--- src/rtl/rxfc_pkg.sv ---
package rxfc_pkg;

  typedef enum logic {
    SIDE_LOW  = 1'b0,
    SIDE_HIGH = 1'b1
  } side_e;

  // Alarm condition: LOW side fires under the threshold, HIGH side at or above it.
  function automatic logic arm_hit(side_e side, logic [31:0] x, logic [31:0] thr);
    if (side == SIDE_LOW) return x < thr;
    else                  return x >= thr;
  endfunction

  // Recovery condition, with one spare bit so that thr + margin cannot wrap.
  function automatic logic recovered(side_e side, logic [31:0] x,
                                     logic [31:0] thr, logic [31:0] margin);
    logic [32:0] xe, te, me;
    xe = {1'b0, x};
    te = {1'b0, thr};
    me = {1'b0, margin};
    if (side == SIDE_LOW) return xe >= (te + me);
    else                  return (xe + me) < te;
  endfunction

endpackage

--- src/rtl/rxfc_level_detect.sv ---
module rxfc_level_detect
  import rxfc_pkg::*;
#(
  parameter int    W    = 8,
  parameter side_e SIDE = SIDE_LOW
) (
  input  logic         clk,
  input  logic         rst_n,
  input  logic         en,
  input  logic [W-1:0] level,
  input  logic [W-1:0] thresh,
  input  logic [W-1:0] margin,
  output logic         trig,
  output logic         hit,
  output logic         recov
);

  localparam int PAD = 32 - W;

  logic trig_q;

  assign hit   = arm_hit(SIDE, {{PAD{1'b0}}, level}, {{PAD{1'b0}}, thresh});
  assign recov = recovered(SIDE, {{PAD{1'b0}}, level}, {{PAD{1'b0}}, thresh},
                           {{PAD{1'b0}}, margin});

  always_ff @(posedge clk) begin
    if (!rst_n)      trig_q <= 1'b0;
    else if (!en)    trig_q <= 1'b0;
    else if (trig_q) trig_q <= !recov;
    else             trig_q <= hit;
  end

  assign trig = trig_q;

  // an armed source sets on the next edge
  p_arm_sets_r2_r4: assert property (@(posedge clk) disable iff (!rst_n)
    (en && hit) |=> trig);

  // held until recovery
  p_hold_r3_r5: assert property (@(posedge clk) disable iff (!rst_n)
    (en && trig && !recov) |=> trig);

  // disabled source is clear
  p_disabled_clear_r6: assert property (@(posedge clk) disable iff (!rst_n)
    !en |=> !trig);

endmodule

--- src/rtl/rxfc_respond.sv ---
module rxfc_respond #(
  parameter int QUANTA_W = 16
) (
  input  logic                clk,
  input  logic                rst_n,
  input  logic                trig_buf,
  input  logic                trig_fifo,
  input  logic                full_duplex,
  input  logic [QUANTA_W-1:0] quanta_cfg,
  output logic                collide_force,
  output logic                pause_req,
  output logic [QUANTA_W-1:0] pause_quanta
);

  logic                active;
  logic                active_d;
  logic                active_edge;
  logic                req_q;
  logic [QUANTA_W-1:0] quanta_q;

  assign active      = trig_buf | trig_fifo;
  assign active_edge = active ^ active_d;

  always_ff @(posedge clk) begin
    if (!rst_n) begin
      active_d <= 1'b0;
      req_q    <= 1'b0;
      quanta_q <= '0;
    end else begin
      active_d <= active;
      req_q    <= full_duplex & active_edge;
      quanta_q <= (full_duplex & active_edge & active) ? quanta_cfg : '0;
    end
  end

  assign collide_force = !full_duplex && active;
  assign pause_req     = req_q;
  assign pause_quanta  = quanta_q;

  // half-duplex collision follows the alarms
  p_hd_collide_r7: assert property (@(posedge clk) disable iff (!rst_n)
    (!full_duplex && (trig_buf || trig_fifo)) |-> collide_force);

  // no pause requests born in half duplex
  p_hd_no_pause_r7: assert property (@(posedge clk) disable iff (!rst_n)
    !full_duplex |=> !pause_req);

  // rising combined alarm in full duplex yields a pause-on request
  p_pause_on_r8: assert property (@(posedge clk) disable iff (!rst_n)
    (full_duplex && active && !active_d) |=>
      (pause_req && pause_quanta == $past(quanta_cfg)));

  // falling combined alarm in full duplex yields a pause-off request
  p_pause_off_r9: assert property (@(posedge clk) disable iff (!rst_n)
    (full_duplex && !active && active_d) |=> (pause_req && pause_quanta == '0));

  // no request while the combined alarm is steady
  p_steady_quiet_r10: assert property (@(posedge clk) disable iff (!rst_n)
    (active == active_d) |=> !pause_req);

  // idle quanta is zero
  p_idle_quanta_r11: assert property (@(posedge clk) disable iff (!rst_n)
    !pause_req |-> (pause_quanta == '0));

endmodule

--- src/rtl/rx_flow_trigger.sv ---
module rx_flow_trigger
  import rxfc_pkg::*;
#(
  parameter int BUF_W    = 8,
  parameter int LVL_W    = 10,
  parameter int QUANTA_W = 16
) (
  input  logic                clk,
  input  logic                rst_n,
  input  logic                full_duplex,
  input  logic                bufs_en,
  input  logic [BUF_W-1:0]    free_bufs,
  input  logic [BUF_W-1:0]    bufs_floor,
  input  logic [BUF_W-1:0]    bufs_margin,
  input  logic                fifo_en,
  input  logic [LVL_W-1:0]    fifo_level,
  input  logic [LVL_W-1:0]    fifo_high,
  input  logic [LVL_W-1:0]    fifo_margin,
  input  logic [QUANTA_W-1:0] quanta_cfg,
  output logic                collide_force,
  output logic                pause_req,
  output logic [QUANTA_W-1:0] pause_quanta
);

  logic buf_trig, buf_hit, buf_recov;
  logic fifo_trig, fifo_hit, fifo_recov;

  rxfc_level_detect #(.W(BUF_W), .SIDE(SIDE_LOW)) u_buf_det (
    .clk    (clk),
    .rst_n  (rst_n),
    .en     (bufs_en),
    .level  (free_bufs),
    .thresh (bufs_floor),
    .margin (bufs_margin),
    .trig   (buf_trig),
    .hit    (buf_hit),
    .recov  (buf_recov)
  );

  rxfc_level_detect #(.W(LVL_W), .SIDE(SIDE_HIGH)) u_fifo_det (
    .clk    (clk),
    .rst_n  (rst_n),
    .en     (fifo_en),
    .level  (fifo_level),
    .thresh (fifo_high),
    .margin (fifo_margin),
    .trig   (fifo_trig),
    .hit    (fifo_hit),
    .recov  (fifo_recov)
  );

  rxfc_respond #(.QUANTA_W(QUANTA_W)) u_respond (
    .clk           (clk),
    .rst_n         (rst_n),
    .trig_buf      (buf_trig),
    .trig_fifo     (fifo_trig),
    .full_duplex   (full_duplex),
    .quanta_cfg    (quanta_cfg),
    .collide_force (collide_force),
    .pause_req     (pause_req),
    .pause_quanta  (pause_quanta)
  );

  // quiet outputs in the first cycle after reset
  p_reset_quiet_r1: assert property (@(posedge clk)
    !rst_n |=> (!pause_req && pause_quanta == '0 && !collide_force));

  // full duplex never forces a collision
  p_fd_no_collide_r8: assert property (@(posedge clk) disable iff (!rst_n)
    (full_duplex && (buf_hit || fifo_hit || buf_recov || fifo_recov || 1'b1))
      |-> !collide_force);

endmodule

--- config.mk ---
export PLATFORM = sky130hd
export DESIGN_NAME = rx_flow_trigger
export DESIGN_NICKNAME = d
export VERILOG_FILES = /design/src/rtl/rxfc_pkg.sv /design/src/rtl/rxfc_level_detect.sv /design/src/rtl/rxfc_respond.sv /design/src/rtl/rx_flow_trigger.sv
export SDC_FILE = /design/constraint.sdc
export NUM_CORES = 1
export LEC_CHECK = 0
export BUFFER_PORTS_ARGS = -buffer_cell sky130_fd_sc_hd__buf_2
export CAP_MARGIN = 0
export CORE_MARGIN = 5
export CORE_UTILIZATION = 25
export DETAILED_ROUTE_END_ITERATION = 8
export HOLD_SLACK_MARGIN = 0.02
export PLACE_DENSITY_LB_ADDON = 0.12
export SLEW_MARGIN = 15
export SYNTH_ARGS = -nofsm -noshare
export SYNTH_HDL_FRONTEND = slang
export SYNTH_SLANG_ARGS = --single-unit
--- constraint.sdc ---
create_clock -name clk -period 2.9 [get_ports clk]
set_input_delay 0.58 -clock clk [delete_from_list [all_inputs] [get_ports clk]]
set_output_delay 0.58 -clock clk [all_outputs]
set_load 0.02 [all_outputs]
# Yosys cells after proc, flatten, opt, wreduce, memory -nomap -nowiden

Index checks and enable logic that the tools add are counted.

Flip-flop bits (word level): 20
Output and inout port bits: 18
Logic and storage cells: 24

Magnitude comparators: 4
Mux-type cells: 2
Bitwise operators: 4
Add/subtract/negate cells: 2
Reduce and logical (&&, ||, !) cells: 7

Operators by type and width:

| cell                | number |
|---|---|
| $ge A8 B33 Y1       | 1 |
| $lt A33 B10 Y1      | 1 |
| $add A10 B10 Y11    | 1 |
| $ge A10 B10 Y1      | 1 |
| $add A8 B8 Y9       | 1 |
| $lt A8 B8 Y1        | 1 |
| $reduce_and A2 Y1   | 3 |
| $logic_not A1 Y1    | 3 |
| $and A1 B1 Y1       | 2 |
| $mux W1             | 2 |
| $logic_and A1 B1 Y1 | 1 |
| $or A1 B1 Y1        | 1 |
| $xor A1 B1 Y1       | 1 |

# Logic depth before layout (Yosys ltp)

Depth in word-level cells: 5
Depth in mapped cells: 12
Gate-level depth less buffers: 12

# Modules after synthesis

A second synthesis with hierarchy kept.

Cell total of the unflattened synthesis: 260
Area, all modules: 2208.4 um^2

By module, submodules not included:

| module                          | area an instance (um^2) | cells each | instances |
|---|---|---|---|
| rxfc_level_detect at u_fifo_det | 883.3                   | 110        | 1 |
| rxfc_level_detect at u_buf_det  | 705.7                   | 89         | 1 |
| rxfc_respond                    | 619.3                   | 61         | 1 |

# Worst setup path before layout

OpenSTA, ideal clock, no wires.

Path type: input -> register
Start point: input port fifo_level[3]
End point: register u_fifo_det.trig_q (netlist: u_fifo_det.trig)
Setup slack: 0.074 ns
Buffers on the path: 0
Stages: 12
Arrival: 2.698 ns
Setup time: 0.127 ns
Path through: ha_1 -> and2_1 -> a221oi_1 -> nor3b_2 -> or2_4 -> xnor2_1 -> ha_1 -> a21o_1 -> a21oi_1 -> a21boi_0 -> a311oi_1 -> a211oi_1

Longest elaborated chain between the ends: 4
Elaborated cells between the ends (all ways): 5
Classes of those cells: add/sub: 1; order compare: 2; mux: 1; reduce/logical: 1

Ends and longest elaborated chain:

| item                   | RTL line                | RTL |
|---|---|---|
| start: declaration     | rx_flow_trigger.sv:16   | `input logic [LVL_W-1:0] fifo_level,` |
| $add A10 B10 Y11       | rxfc_pkg.sv:22          | `else return (xe + me) < te;` |
| $lt A33 B10 Y1         | rxfc_pkg.sv:22          |  |
| $logic_not A1 Y1       | rxfc_level_detect.sv:29 | `else if (trig_q) trig_q <= !recov;` |
| $mux W1 *              | rxfc_level_detect.sv:29 |  |
| end signal: assignment | rxfc_level_detect.sv:29 |  |
| end signal: assignment | rxfc_level_detect.sv:30 | `else trig_q <= hit;` |
| end: declaration       | rxfc_level_detect.sv:20 | `logic trig_q;` |

Mark *: on every way between the ends. The rest lies on a longest branch, timed or not.
A chain may end at the register's enable or synchronous reset.

# Worst setup path after layout

Start point: input port fifo_level[4]
End point: register u_fifo_det.trig_q (netlist: u_fifo_det.trig)

Same word-level chain as after synthesis.

==> run_results.csv <==
group,metric,value,unit
power_and_ir_drop,peakVddDrop,167,uV
sta,finalSetupViolations,0,
die,io_pins,93,
die,die_area,10200,um^2
routing,vias_per_cell,4.44,
sta,relSlewSlack,50.7,%
clock_tree,htree_levels,1,
clock_tree,cts_hold_buf,0,
routing,drtAntennaViolNets,0,
placement,gp_congestion,0.841,
die,core,8130,um^2
synth,yosysTopAreaCellShare,31.4,%
finish,drive_gt1_share,37.6,%
sta,fmax,0.360,GHz
sta,drv_slew,0,
finish,fin_util,36.4,%
synth,yosys-mux-area-fraction,0,%
power_and_ir_drop,p_sw,0.326,mW
min_path,hold_path.class,"input pin to flop",
synth,synth_top_family_by_area,"adder cells",
power_and_ir_drop,internal_power,0.715,mW
setup_path,criticalPathCategory,"input pin to flop",
sta,worstMarginPinSlew,0.735,ns
synth,synth_ff_type,"dfxtp_1",
power_and_ir_drop,p_leak,1.58,nW
global_route,gr-total-overflow,0,
die,dieHeight,101,um
clock_tree,numCtsBuffers,3,
finish,n_antenna_cell,0,
setup_path,cpMaxStageDelayCell,"ha_4",
status,status,"finished clean",
placement,port_buffers,92,
placement,hpwlAfterDp,5000,um
routing,totalWireLength,5580,um
die,rows,33,
setup_path,start_kind,"input pin",
routing,drtIter0Drc,53,
synth,synth_xor_xnor_area_share,5.93,%
die,start_util,25.4,%
sta,layout_min_cycle_time,2.77,ns
global_route,grt_pass1_wl,8960,um
power_and_ir_drop,power_switching_share,31.3,%
synth,ys_seq_area_share,19.3,%
synth,synth_most_common_cell,"ha_1",
synth,ys_ff_latch,20,
clock_tree,path_clk_slew,0.08,ns
flow_run,maxCapViolCount,0,
finish,synthToLayoutAreaGrowth,43.0,%
routing,drtPass1Iterations,6,
synth,synthAdderAreaFrac,33.4,%
synth,syn_area,2070,um^2
die,die_w,101,um
global_route,grt_antenna_before_repair,0,
setup_path,cp-end-kind,"flop",
synth,synth-async-reset-ratio,0,%
synth,syn-num-nets,366,
routing,drc_errors,0,
clock_tree,cts_root_buf,"clkbuf_8",
power_and_ir_drop,p_per_area,352,nW/um^2
setup_path,crit_required,3.03,ns
clock_tree,cts_sinks,20,
synth,synthTopCellsByArea,"ha_1 31%, dfxtp_1 19%, and2_1 5.1%, inv_1 4.4%, xnor2_1 3.8%",
setup_path,slowest_delay,0.29,ns
clock_tree,cts_tree,"done",
synth,synth-simple-area-share,18.0,%
finish,layout.nets,484,
synth,yosys_warnings,0,
finish,num-fill-cells,857,
sta,fin_crit_sh,95.7,%
synth,ys_top_cells_by_count,"52 x ha_1, 24 x inv_1, 20 x dfxtp_1",
global_route,grt_max_degree,17,
setup_path,cpMostUsedCell,"buf_4",
sta,hold_viol,0,
global_route,grt_pass1_vias,1995,
global_route,grtUsageTotal,10.6,%
synth,synth-edff-count,0,
routing,vias,2037,
power_and_ir_drop,p_seq_share,27.7,%
setup_path,worstPathMaxFanout,4,
synth,yosysTopAreaCell,"ha_1",
power_and_ir_drop,clkPwrFrac,26.9,%
synth,synth_cell_types,45,
clock_tree,clk_latency,0.26,ns
synth,synthCells,237,
power_and_ir_drop,power.total,1.04,mW
routing,wl_per_cell,12.2,um
synth,synth.avg_cell_area,8.73,um^2
power_and_ir_drop,comb_power_share,45.4,%
clock_tree,clockBufferDepth,2,
setup_path,crit_arrival,2.91,ns
sta,skew,0.0112,ns
sta,rsz0062_at_grt,"no",
synth,synth_compound_gate_area_share,18.9,%
setup_path,crit_chain,"buf_2 -> ha_4 -> and2_4 -> a221oi_4 -> nor3b_2 -> or2_4 -> buf_4 -> buf_4 -> o311ai_4 -> ha_1 -> a21boi_1 -> a311oi_2 -> a211oi_2",
[power by group through the flow]
stage	sequential (mW)	combinational, mW	clock (mW)
2_1_floorplan	0.304	0.273	0
4_1_cts	0.289	0.456	0.286
6_report	0.289	0.472	0.280
3_5_place_dp	0.295	0.451	0
5_1_grt	0.290	0.544	0.299
3_3_place_gp	0.296	0.452	0
[layout make-up]
class	instances	area, um^2	area share (%)
sequential	20	400	13.5
multi-input combinational	192	1640	55.5
clock inverter	1	30.0	1.01
inverter	24	90.1	3.04
timing repair buffer	114	626	21.1
clock buffer	3	41.3	1.39
tap	105	131	4.44
[per-layer routing]
metal / vias up / wire length [um] / global-route usage, %
met5: - / 0 / 0
met4: 0 / 21 / 1.53
met3: 2 / 552 / 2.49
met2: 72 / 2380 / 16.9
met1: 880 / 2630 / 14.9
li1: 1083 / - / -
[kinds of logic (layout without fill, tap and decap cells)]
family	after synthesis	in the layout
fa+ha+maj	54	54
buf+inv	25	142
compound gates	56	56
flops	20	20
simple gates	68	68
xor+xnor	14	14
[layout by cell type (no fill, tap or decap), drive strengths merged, types with 2 or more instances in the layout]
cell / netlist / final
nand2: 15 / 15
xor2: 5 / 5
nor4: 3 / 3
a31oi: 4 / 4
nand2b: 4 / 4
and3: 2 / 2
inv: 24 / 24
clkbuf: 1 / 3
nand3: 4 / 4
a211oi: 3 / 3
buf: 0 / 114
fa: 2 / 2
a21oi: 13 / 13
or2: 2 / 2
o21bai: 3 / 3
nor2: 12 / 12
o21a: 2 / 2
and2: 17 / 17
dfxtp: 20 / 20
nor2b: 4 / 4
ha: 52 / 52
o21ai: 12 / 12
a21o: 6 / 6
xnor2: 9 / 9
[metrics by stage]
step	std cells	area (um^2)	hold slack (ns)	setup TNS (ns)	setup slack, ns
finish	459	2960	0.513	0	0.125
floorplan	237	2070	0.499	0	0.0743
CTS	457	2880	0.513	0	0.0000338
global route	459	2960	0.512	0	0.00141
global placement	452	2800	0.513	-0.265	-0.189
detailed placement	452	2800	0.518	-0.350	-0.242
[worst paths after layout]
check                                     start                               endpoint  slack, ns  cells after the start
hold reg to reg   u_respond.active_d$_SDFF_PN0_         u_respond.pause_req$_SDFF_PN0_       0.54                      2
setup reg to reg      u_buf_det.trig$_SDFF_PN0_   u_respond.pause_quanta[8]$_SDFF_PN0_       1.49                      3
hold / removal                   quanta_cfg[10]  u_respond.pause_quanta[10]$_SDFF_PN0_       0.51                      2
setup / recovery                  fifo_level[4]             u_fifo_det.trig$_SDFF_PN0_       0.13                     13
[sequential cells by signal (all words and copies together), names as in the netlist]
register,count
u_respond.pause_quanta,16
u_buf_det.trig,1
u_respond.active_d,1
u_fifo_det.trig,1
u_respond.pause_req,1
[critical path, delay by kind of cell]
kind,cells,cell delay (ns)
buffers and inverters,3,0.38
adder cells (fa/ha/maj),2,0.57
AND/OR/NAND/NOR,3,0.56
AO/OA/AOI/OAI,5,0.81
[timing repair]
| action | in CTS | in global routing |
|---|---|---|
| pin swaps | 0 | 5 |
| gates resized for setup | 0 | 11 |
| hold endpoints to repair | 0 | 0 |
| endpoints found under the setup margin | 1 | 2 |
| gates cloned | 0 | 0 |
| setup buffers | 1 | 2 |
Power figures use the tool's default switching activity.
